File: src/rtl/rxscr_pkg.sv
package rxscr_pkg;
   localparam int RULE_W      = 32;
   localparam int QUEUE_W     = 4;
   localparam int DS_OFF      = 15;
   localparam int PORT_HI_OFF = 36;
   localparam int PORT_LO_OFF = 37;
   localparam int CNT_W       = $clog2(PORT_LO_OFF + 2);

   localparam int F_QUEUE_LSB = 0;
   localparam int F_DS_LSB    = 4;
   localparam int F_PORT_LSB  = 12;
   localparam int F_DS_EN     = 28;
   localparam int F_PORT_EN   = 29;
   localparam int F_DROP      = 30;

   typedef logic [RULE_W-1:0] rule_word_t;
endpackage

File: src/rtl/rxscr_capture.sv
module rxscr_capture
   import rxscr_pkg::*;
(
   input  logic        clk,
   input  logic        rst_n,
   input  logic        in_valid,
   input  logic [7:0]  in_byte,
   input  logic        in_sof,
   input  logic        in_eof,
   output logic        frame_start,
   output logic        fire,
   output logic        short_frm,
   output logic [7:0]  ds_val,
   output logic [15:0] port_val
);
   logic             busy_q;
   logic [CNT_W-1:0] cnt_q;
   logic [CNT_W-1:0] idx;
   logic [7:0]       ds_q, hi_q;
   logic             acc, at_last;

   assign frame_start = in_valid & in_sof;
   assign acc         = in_valid & (in_sof | busy_q);
   assign idx         = in_sof ? '0 : cnt_q;
   assign at_last     = (idx == CNT_W'(PORT_LO_OFF));
   assign fire        = acc & (at_last | in_eof);
   assign short_frm   = ~at_last;
   assign ds_val      = ds_q;
   assign port_val    = {hi_q, in_byte};

   always_ff @(posedge clk or negedge rst_n) begin
      if (!rst_n) begin
         busy_q <= 1'b0;
         cnt_q  <= '0;
         ds_q   <= '0;
         hi_q   <= '0;
      end else if (acc) begin
         cnt_q  <= idx + 1'b1;
         busy_q <= ~fire;
         if (idx == CNT_W'(DS_OFF))      ds_q <= in_byte;
         if (idx == CNT_W'(PORT_HI_OFF)) hi_q <= in_byte;
      end
   end
endmodule

File: src/rtl/rxscr_rule_bank.sv
module rxscr_rule_bank
   import rxscr_pkg::*;
#(
   parameter int N_RULES = 4,
   localparam int IDX_W  = (N_RULES > 1) ? $clog2(N_RULES) : 1
) (
   input  logic                            clk,
   input  logic                            rst_n,
   input  logic                            cfg_we,
   input  logic [IDX_W-1:0]                cfg_idx,
   input  logic [RULE_W-1:0]               cfg_data,
   input  logic                            load,
   output logic [N_RULES-1:0][RULE_W-1:0]  act_words
);
   logic [N_RULES-1:0][RULE_W-1:0] stage_q, act_q;

   for (genvar g = 0; g < N_RULES; g++) begin : g_slot
      always_ff @(posedge clk or negedge rst_n) begin
         if (!rst_n) begin
            stage_q[g] <= '0;
            act_q[g]   <= '0;
         end else begin
            if (cfg_we && cfg_idx == IDX_W'(g)) stage_q[g] <= cfg_data;
            if (load)                           act_q[g]   <= stage_q[g];
         end
      end
   end

   assign act_words = act_q;
endmodule

File: src/rtl/rxscr_select.sv
module rxscr_select
   import rxscr_pkg::*;
#(
   parameter int N_RULES = 4
) (
   input  logic [N_RULES-1:0][RULE_W-1:0] act_words,
   input  logic [7:0]                     ds_val,
   input  logic [15:0]                    port_val,
   input  logic                           short_frm,
   output logic                           any_hit,
   output logic [QUEUE_W-1:0]             win_queue,
   output logic                           win_drop
);
   logic [N_RULES-1:0] sel;
   logic [N_RULES-1:0] unused_top;

   for (genvar g = 0; g < N_RULES; g++) begin : g_rule
      rule_word_t w;
      logic ds_en, pt_en, ds_ok, pt_ok, any_ok, any_bad;
      assign w       = act_words[g];
      assign ds_en   = w[F_DS_EN];
      assign pt_en   = w[F_PORT_EN];
      assign ds_ok   = ~short_frm && (w[F_DS_LSB +: 8] == ds_val);
      assign pt_ok   = ~short_frm && (w[F_PORT_LSB +: 16] == port_val);
      assign any_ok  = (ds_en & ds_ok) | (pt_en & pt_ok);
      assign any_bad = (ds_en & ~ds_ok) | (pt_en & ~pt_ok);
      assign sel[g]  = any_ok & ~any_bad;
      assign unused_top[g] = w[RULE_W-1];
   end

   always_comb begin
      any_hit   = 1'b0;
      win_queue = '0;
      win_drop  = 1'b0;
      for (int i = N_RULES - 1; i >= 0; i--) begin
         if (sel[i]) begin
            any_hit   = 1'b1;
            win_queue = act_words[i][F_QUEUE_LSB +: QUEUE_W];
            win_drop  = act_words[i][F_DROP];
         end
      end
   end
endmodule

File: src/rtl/rx_screen_classifier.sv
module rx_screen_classifier
   import rxscr_pkg::*;
#(
   parameter int N_RULES = 4,
   localparam int IDX_W  = (N_RULES > 1) ? $clog2(N_RULES) : 1
) (
   input  logic                clk,
   input  logic                rst_n,
   input  logic                in_valid,
   input  logic [7:0]          in_byte,
   input  logic                in_sof,
   input  logic                in_eof,
   input  logic                cfg_we,
   input  logic [IDX_W-1:0]    cfg_idx,
   input  logic [31:0]         cfg_data,
   output logic                res_valid,
   output logic [QUEUE_W-1:0]  res_queue,
   output logic                res_drop
);
   if (N_RULES < 1 || N_RULES > 16) begin : g_bad_n
      $error("N_RULES must be between 1 and 16");
   end

   logic                           cap_start, cap_fire, cap_short;
   logic [7:0]                     cap_ds;
   logic [15:0]                    cap_port;
   logic [N_RULES-1:0][RULE_W-1:0] act_words;
   logic                           sel_any, sel_drop;
   logic [QUEUE_W-1:0]             sel_queue;

   rxscr_capture i_cap (
      .clk(clk), .rst_n(rst_n), .in_valid(in_valid), .in_byte(in_byte),
      .in_sof(in_sof), .in_eof(in_eof), .frame_start(cap_start),
      .fire(cap_fire), .short_frm(cap_short), .ds_val(cap_ds),
      .port_val(cap_port)
   );

   rxscr_rule_bank #(.N_RULES(N_RULES)) i_bank (
      .clk(clk), .rst_n(rst_n), .cfg_we(cfg_we), .cfg_idx(cfg_idx),
      .cfg_data(cfg_data), .load(cap_start), .act_words(act_words)
   );

   rxscr_select #(.N_RULES(N_RULES)) i_sel (
      .act_words(act_words), .ds_val(cap_ds), .port_val(cap_port),
      .short_frm(cap_short), .any_hit(sel_any), .win_queue(sel_queue),
      .win_drop(sel_drop)
   );

   always_ff @(posedge clk or negedge rst_n) begin
      if (!rst_n) begin
         res_valid <= 1'b0;
         res_queue <= '0;
         res_drop  <= 1'b0;
      end else begin
         res_valid <= cap_fire;
         if (cap_fire) begin
            res_queue <= sel_queue;
            res_drop  <= sel_drop;
         end
      end
   end
endmodule

File: config.mk
export PLATFORM = sky130hd
export DESIGN_NAME = rx_screen_classifier
export DESIGN_NICKNAME = d
export VERILOG_FILES = /design/src/rtl/rxscr_pkg.sv /design/src/rtl/rxscr_capture.sv /design/src/rtl/rxscr_rule_bank.sv /design/src/rtl/rxscr_select.sv /design/src/rtl/rx_screen_classifier.sv
export SDC_FILE = /design/constraint.sdc
export NUM_CORES = 1
export LEC_CHECK = 0
export ABC_AREA = 0
export ABC_CLOCK_PERIOD_IN_PS = 7700
export CAP_MARGIN = 15
export CORE_ASPECT_RATIO = 0.6
export CORE_MARGIN = 1
export CORE_UTILIZATION = 60
export CTS_CLUSTER_DIAMETER = 120
export DETAILED_ROUTE_END_ITERATION = 10
export GPL_ROUTABILITY_DRIVEN = 0
export PLACE_DENSITY = 0.79
export SLEW_MARGIN = 40
export SYNTH_ARGS = -nofsm -noshare
export SYNTH_HDL_FRONTEND = slang
export SYNTH_HIERARCHICAL = 1
export SYNTH_SLANG_ARGS = --single-unit
File: constraint.sdc
create_clock -name clk -period 7.7 [get_ports clk]
set_clock_uncertainty 0.1 [all_clocks]
set_input_delay 0.77 -clock clk [delete_from_list [all_inputs] [get_ports clk]]
set_output_delay 0.77 -clock clk [all_outputs]
set_load 0.03 [all_outputs]
==> results.py, run 1 <==
metrics = {
    "status": {
        "status": "complete, no violations",
    },
    "placement": {
        "dpl.hpwl_mm": 16.3,
        "dpl_cell_area_um2": 12700,
        "port-buffer-count": 52,
    },
    "power_and_ir_drop": {
        "p_per_area_nw_per_um2": 297,
        "power_frac_clock_pct": 30.6,
        "seq_power_share_pct": 50.7,
        "intPower_mw": 2.93,
        "p_leak_nw": 5.73,
        "peakVddDrop_mv": 0.214,
        "comb_power_share_pct": 18.7,
        "p_sw_share_pct": 26.9,
        "power_switching_mw": 1.08,
    },
    "sta": {
        "tns_ns": 0,
        "maxSlewHeadroom_pct": 45.9,
        "fin_crit_sh_pct": 47.6,
        "whs_ns": 0.0593,
        "tightestPinTransition_ns": 0.804,
        "hold_viol": 0,
        "min_period_ns": 3.67,
        "drv_slew": 0,
        "setup_viol": 0,
        "rsz0062_at_grt": "false",
        "fmax_mhz": 273,
    },
    "floorplanning": {
        "coreArea_um2": 19200,
        "die_h_um": 111,
        "rows": 39,
        "dieArea_um2": 20400,
        "start_util_pct": 61.9,
        "die_w_um": 184,
        "io_pins": 54,
    },
    "grt": {
        "antenna_found_initial": 0,
        "gr-total-overflow": 0,
        "grt_pass1_wl_mm": 40.2,
        "grt_pass1_vias": 7046,
        "grt_max_degree": 152,
        "track_usage_pct": 25.8,
    },
    "route": {
        "dr.pass1.iters": 4,
        "routed_wirelength_mm": 24.5,
        "drt-initial-drc-count": 411,
        "avgRoutedWirePerCell_um": 21.7,
        "ant_nets": 0,
        "drc": 0,
        "via_count": 6589,
        "post_drt_via_cell_ratio": 5.84,
    },
    "clock_network": {
        "cts_repair_resize_count": 0,
        "clock-sinks": 277,
        "cts_buffers": 25,
        "cts-root-buf": "clkbuf_16",
        "clock_path_buffers": 3,
        "clk_pin_slew_ns": 0.06,
        "cts_tree": "yes",
        "cts_hold_buf": 0,
        "htreeDepth": 1,
        "clk_latency_ns": 0.52,
        "cts_setup_buffers": 0,
    },
    "worst_setup_path": {
        "worst-path-max-fanout": 13,
        "cp_slowest_stage_delay_ns": 0.94,
        "crit_type": "primary input to register",
        "end_kind": "register",
        "crit_arrival_ns": 3.96,
        "crit_path_start_kind": "primary input",
        "slowest_stage": "a2111oi_4",
        "cp_cell_sequence": "clkdlybuf4s50_1, nand2b_1, inv_1, ha_1, nand4_1, a2111oi_4, mux2i_1, a31oi_1, mux2_2",
        "cp.required_ns": 8.00,
    },
    "synthesis": {
        "synthCells": 793,
        "ys_warn_count": 6,
        "synth.avg_cell_area_um2": 15.0,
        "synth_area_um2": 11900,
        "synth_fp_nets": 843,
    },
    "finish": {
        "fin_area_um2": 13500,
        "layout_commonest_cell": "dfrtp_1",
        "mostFrequentLayoutCells": "dfrtp_1, mux2_2, clkdlybuf4s50_1, xor2_1, xnor2_1",
        "finalNetCount": 896,
        "layout-drive-gt1-share_pct": 38.4,
        "fillers": 1286,
        "area_growth_pct": 13.8,
        "n_antenna_cell": 0,
    },
    "hold_path": {
        "hold_class": "primary input to asynchronous set/reset pin",
    },
    "run": {
        "maxCapViolations": 0,
    },
}
==> registers in the layout, summed over array words and instances (netlist names) <==
name / flops
i_cap/hi_q: 8
i_bank/stage_q: 124
res_queue: 4
res_drop: 1
i_bank/act_words: 124
i_cap/ds_val: 8
res_valid: 1
i_cap/cnt_q: 6
i_cap/busy_q: 1
==> routing by layer <==
layer / wire (µm) / part of all wire [%] / track usage (%)
met5: 0 / 0 / 0
met4: 339 / 1.4 / 4.28
met3: 1470 / 6.0 / 4.73
met2: 11000 / 45 / 38.3
met1: 11700 / 48 / 40.3
==> critical path: cells and delay by family <==
family	cells	cell delay (ns)
and+or+nand+nor	2	0.82
buffers and inverters	2	0.66
adders and majority gates	1	0.16
muxes	2	0.56
AOI/OAI and AO/OA	2	1.00
==> cell type report <==
class / count / area, µm² / share of cell area, %
Clock buffer: 36 / 717 / 5.31
Clock inverter: 8 / 90.1 / 0.667
Inverter: 5 / 18.8 / 0.139
Multi-Input combinational cell: 474 / 4730 / 35.0
Timing Repair Buffer: 63 / 686 / 5.08
Tap cell: 266 / 333 / 2.47
Sequential cell: 277 / 6930 / 51.3
==> power by group through the flow <==
stage | Clock, mW | Sequential [mW] | Combinational, mW
after floorplan | 0 | 1.98 | 0.532
after global placement | 0 | 2.03 | 0.702
after detailed placement | 0 | 2.06 | 0.743
after CTS | 1.25 | 2.03 | 0.751
after global routing | 1.32 | 2.08 | 0.810
final | 1.23 | 2.03 | 0.748
==> through the flow <==
| step | total power, mW | cells | util (%) | setup WS [ns] |
|---|---|---|---|---|
| after floorplan | 2.52 | 793 | - | 4.82 |
| after CTS | 4.03 | 1128 | 70.3 | 4.07 |
| after detailed placement | 2.80 | 1084 | 66.1 | 3.56 |
| final | 4.01 | 1129 | 70.4 | 4.03 |
| after global placement | 2.73 | 1081 | 65.6 | 3.50 |
| after global routing | 4.21 | 1129 | 70.4 | 3.79 |
==> path summary, 6_finish.rpt <==
| kind | startpoint | endpoint | slack [ns] | cells after the start |
|---|---|---|---|---|
| worst max-delay path | in_sof | res_drop$_DFFE_PN0P_ | 4.03 | 9 |
| worst min-delay path | rst_n | i_bank/stage_q[84]$_DFFE_PN0P_ | 0.06 | 1 |
| worst max register to register | i_cap/ds_val[6]$_DFFE_PN0P_ | res_drop$_DFFE_PN0P_ | 4.50 | 7 |
| worst min register to register | i_bank/stage_q[5]$_DFFE_PN0P_ | i_bank/stage_q[5]$_DFFE_PN0P_ | 0.39 | 1 |
| max in group asynchronous | rst_n | i_bank/stage_q[97]$_DFFE_PN0P_ | 6.31 | 3 |
| min in group clk | i_bank/stage_q[5]$_DFFE_PN0P_ | i_bank/stage_q[5]$_DFFE_PN0P_ | 0.39 | 1 |
Note: power is estimated with default switching activity, not from simulation.
==> run 2: changes to the inputs <==
ABC_CLOCK_PERIOD_IN_PS = 3090   (was 7700)
CORE_UTILIZATION = 55   (was 60)
PLACE_DENSITY = 0.76   (was 0.79)
clock period = 3.09 ns   (was 7.7 ns; I/O delays follow)
==> results.py, run 2 (synthesized netlist as in run 1, its figures left out) <==
metrics = {
    "power_and_ir_drop": {
        "p_per_area_nw_per_um2": 727,
        "comb_power_share_pct": 19.1,
        "seq_power_share_pct": 51.5,
        "peakVddDrop_mv": 0.490,
        "p_sw_share_pct": 27.9,
        "power_frac_clock_pct": 29.4,
        "intPower_mw": 7.12,
        "p_leak_nw": 5.80,
        "power_switching_mw": 2.75,
        "total_power_mw": 9.88,
    },
    "grt": {
        "grt_max_degree": 85,
        "gr-total-overflow": 0,
        "antenna_found_initial": 0,
        "grt_pass1_vias": 7184,
        "track_usage_pct": 24.7,
        "grt_pass1_wl_mm": 41.6,
    },
    "floorplanning": {
        "io_pins": 54,
        "die_w_um": 192,
        "start_util_pct": 56.3,
        "die_h_um": 116,
        "coreArea_um2": 21100,
        "dieArea_um2": 22200,
        "rows": 41,
    },
    "clock_network": {
        "clk_latency_ns": 0.53,
        "cts_tree": "yes",
        "clk_pin_slew_ns": 0.07,
        "clock-sinks": 277,
        "cts_hold_buf": 1,
        "clock_path_buffers": 3,
        "cts-root-buf": "clkbuf_16",
        "cts_setup_buffers": 0,
        "cts_buffers": 25,
        "cts_repair_resize_count": 0,
        "htreeDepth": 1,
    },
    "route": {
        "drt-initial-drc-count": 379,
        "post_drt_via_cell_ratio": 5.76,
        "wl_met1_mm": 13.0,
        "routed_wirelength_mm": 25.6,
        "top_layer": "met4",
        "routed-wl-met2_mm": 11.0,
        "via_count": 6690,
        "ant_nets": 0,
        "drc": 0,
        "wl_met3_mm": 1.29,
        "avgRoutedWirePerCell_um": 22.1,
        "dr.pass1.iters": 4,
    },
    "sta": {
        "tightestPinTransition_ns": 0.724,
        "setup_viol": 0,
        "tns_ns": 0,
        "min_period_ns": 2.74,
        "rsz0062_at_grt": "false",
        "fmax_mhz": 365,
        "maxSlewHeadroom_pct": 51.3,
        "fin_ws_ns": 0.349,
        "hold_viol": 0,
        "drv_slew": 0,
        "fin_crit_sh_pct": 88.7,
    },
    "worst_setup_path": {
        "cp.required_ns": 3.40,
        "cp-startpoint": "i_cap/hi_q[6]$_DFFE_PN0P_",
        "crit_arrival_ns": 3.05,
        "crit_type": "register to register",
        "reg2regPathDepth": 8,
        "r2r_end": "res_queue[3]$_DFFE_PN0P_",
        "crit_path_end": "res_queue[3]$_DFFE_PN0P_",
        "crit_path_start_kind": "register",
        "ff2ff_setup_slack_ns": 0.35,
        "worst-path-max-fanout": 6,
        "end_kind": "register",
        "r2r-start": "i_cap/hi_q[6]$_DFFE_PN0P_",
    },
    "finish": {
        "area_growth_pct": 14.6,
        "mostFrequentLayoutCells": "dfrtp_1, mux2_2, clkdlybuf4s50_1, xor2_1, xnor2_1",
        "finalNetCount": 916,
        "n_antenna_cell": 0,
        "layout-drive-gt1-share_pct": 39.6,
        "fin_util_pct": 64.5,
        "layout_commonest_cell": "dfrtp_1",
    },
    "status": {
        "status": "complete, no violations",
    },
    "placement": {
        "dpl.hpwl_mm": 17.3,
        "pre_cts_ws_ns": -0.101,
        "port-buffer-count": 52,
    },
    "hold_path": {
        "hold_class": "primary input to asynchronous set/reset pin",
    },
    "run": {
        "maxCapViolations": 0,
    },
}
run 2: changes by cell type in the layout (fill, tap and decap cells not counted), sizes merged:
cell         change
clkinv           +2
clkbuf           -3
inv              +1
bufinv           -2
clkinvlp         +1
dlygate4sd3      +1
buf             +19
run 2: worst max-delay path, stage by stage, from the launching register on:
cell and delay [ns]:
dfrtp_1 0.49, xnor2_1 0.22, nand4_1 0.19, o41ai_1 0.53, buf_4 0.24, or4bb_1 0.40, mux2i_1 0.14, a21oi_1 0.06
mux2_2 0.27
run 2: power groups by stage:
stage	Sequential [mW]	Combinational, mW	Clock, mW
2_1_floorplan	4.94	1.32	0
3_3_place_gp	5.09	1.80	0
3_5_place_dp	5.15	1.88	0
4_1_cts	5.09	1.90	2.97
5_1_grt	5.19	2.05	3.13
6_report	5.09	1.89	2.90
run 2: how the worst min path moves through the flow:
stage / from / end / slack (ns) / depth (start not counted)
floorplan: rst_n / i_bank/act_words[0]$_DFFE_PN0P_ / -0.09 / 0
global placement: rst_n / i_bank/stage_q[20]$_DFFE_PN0P_ / 0.20 / 1
detailed placement: rst_n / i_bank/act_words[19]$_DFFE_PN0P_ / 0.21 / 1
CTS: rst_n / i_bank/act_words[19]$_DFFE_PN0P_ / 0.25 / 2
global route: rst_n / i_bank/stage_q[12]$_DFFE_PN0P_ / 0.30 / 2
finish: rst_n / i_bank/stage_q[20]$_DFFE_PN0P_ / 0.24 / 2
run 2: stage by stage:
step / instances / instance area, µm² / hold WS [ns]
floorplan: 793 / 11900 / -0.0866
global placement: 1117 / 12800 / 0.200
detailed placement: 1117 / 12800 / 0.210
CTS: 1161 / 13600 / 0.249
global route: 1161 / 13600 / 0.298
finish: 1161 / 13600 / 0.243
run 2: final cells by class:
type	count	area, µm²
multi-input combinational	474	4710
timing repair buffer	83	836
clock inverter	10	56.3
inverter	5	18.8
clock buffer	33	696
fill	1523	7490
tap	279	349
sequential	277	6930
run 2: per-layer routing:
metal	global-route usage, %	up-vias
met3	3.48	26
li1	-	2973
met1	39.4	3552
met5	0	-
met4	4.55	0
met2	36.4	139
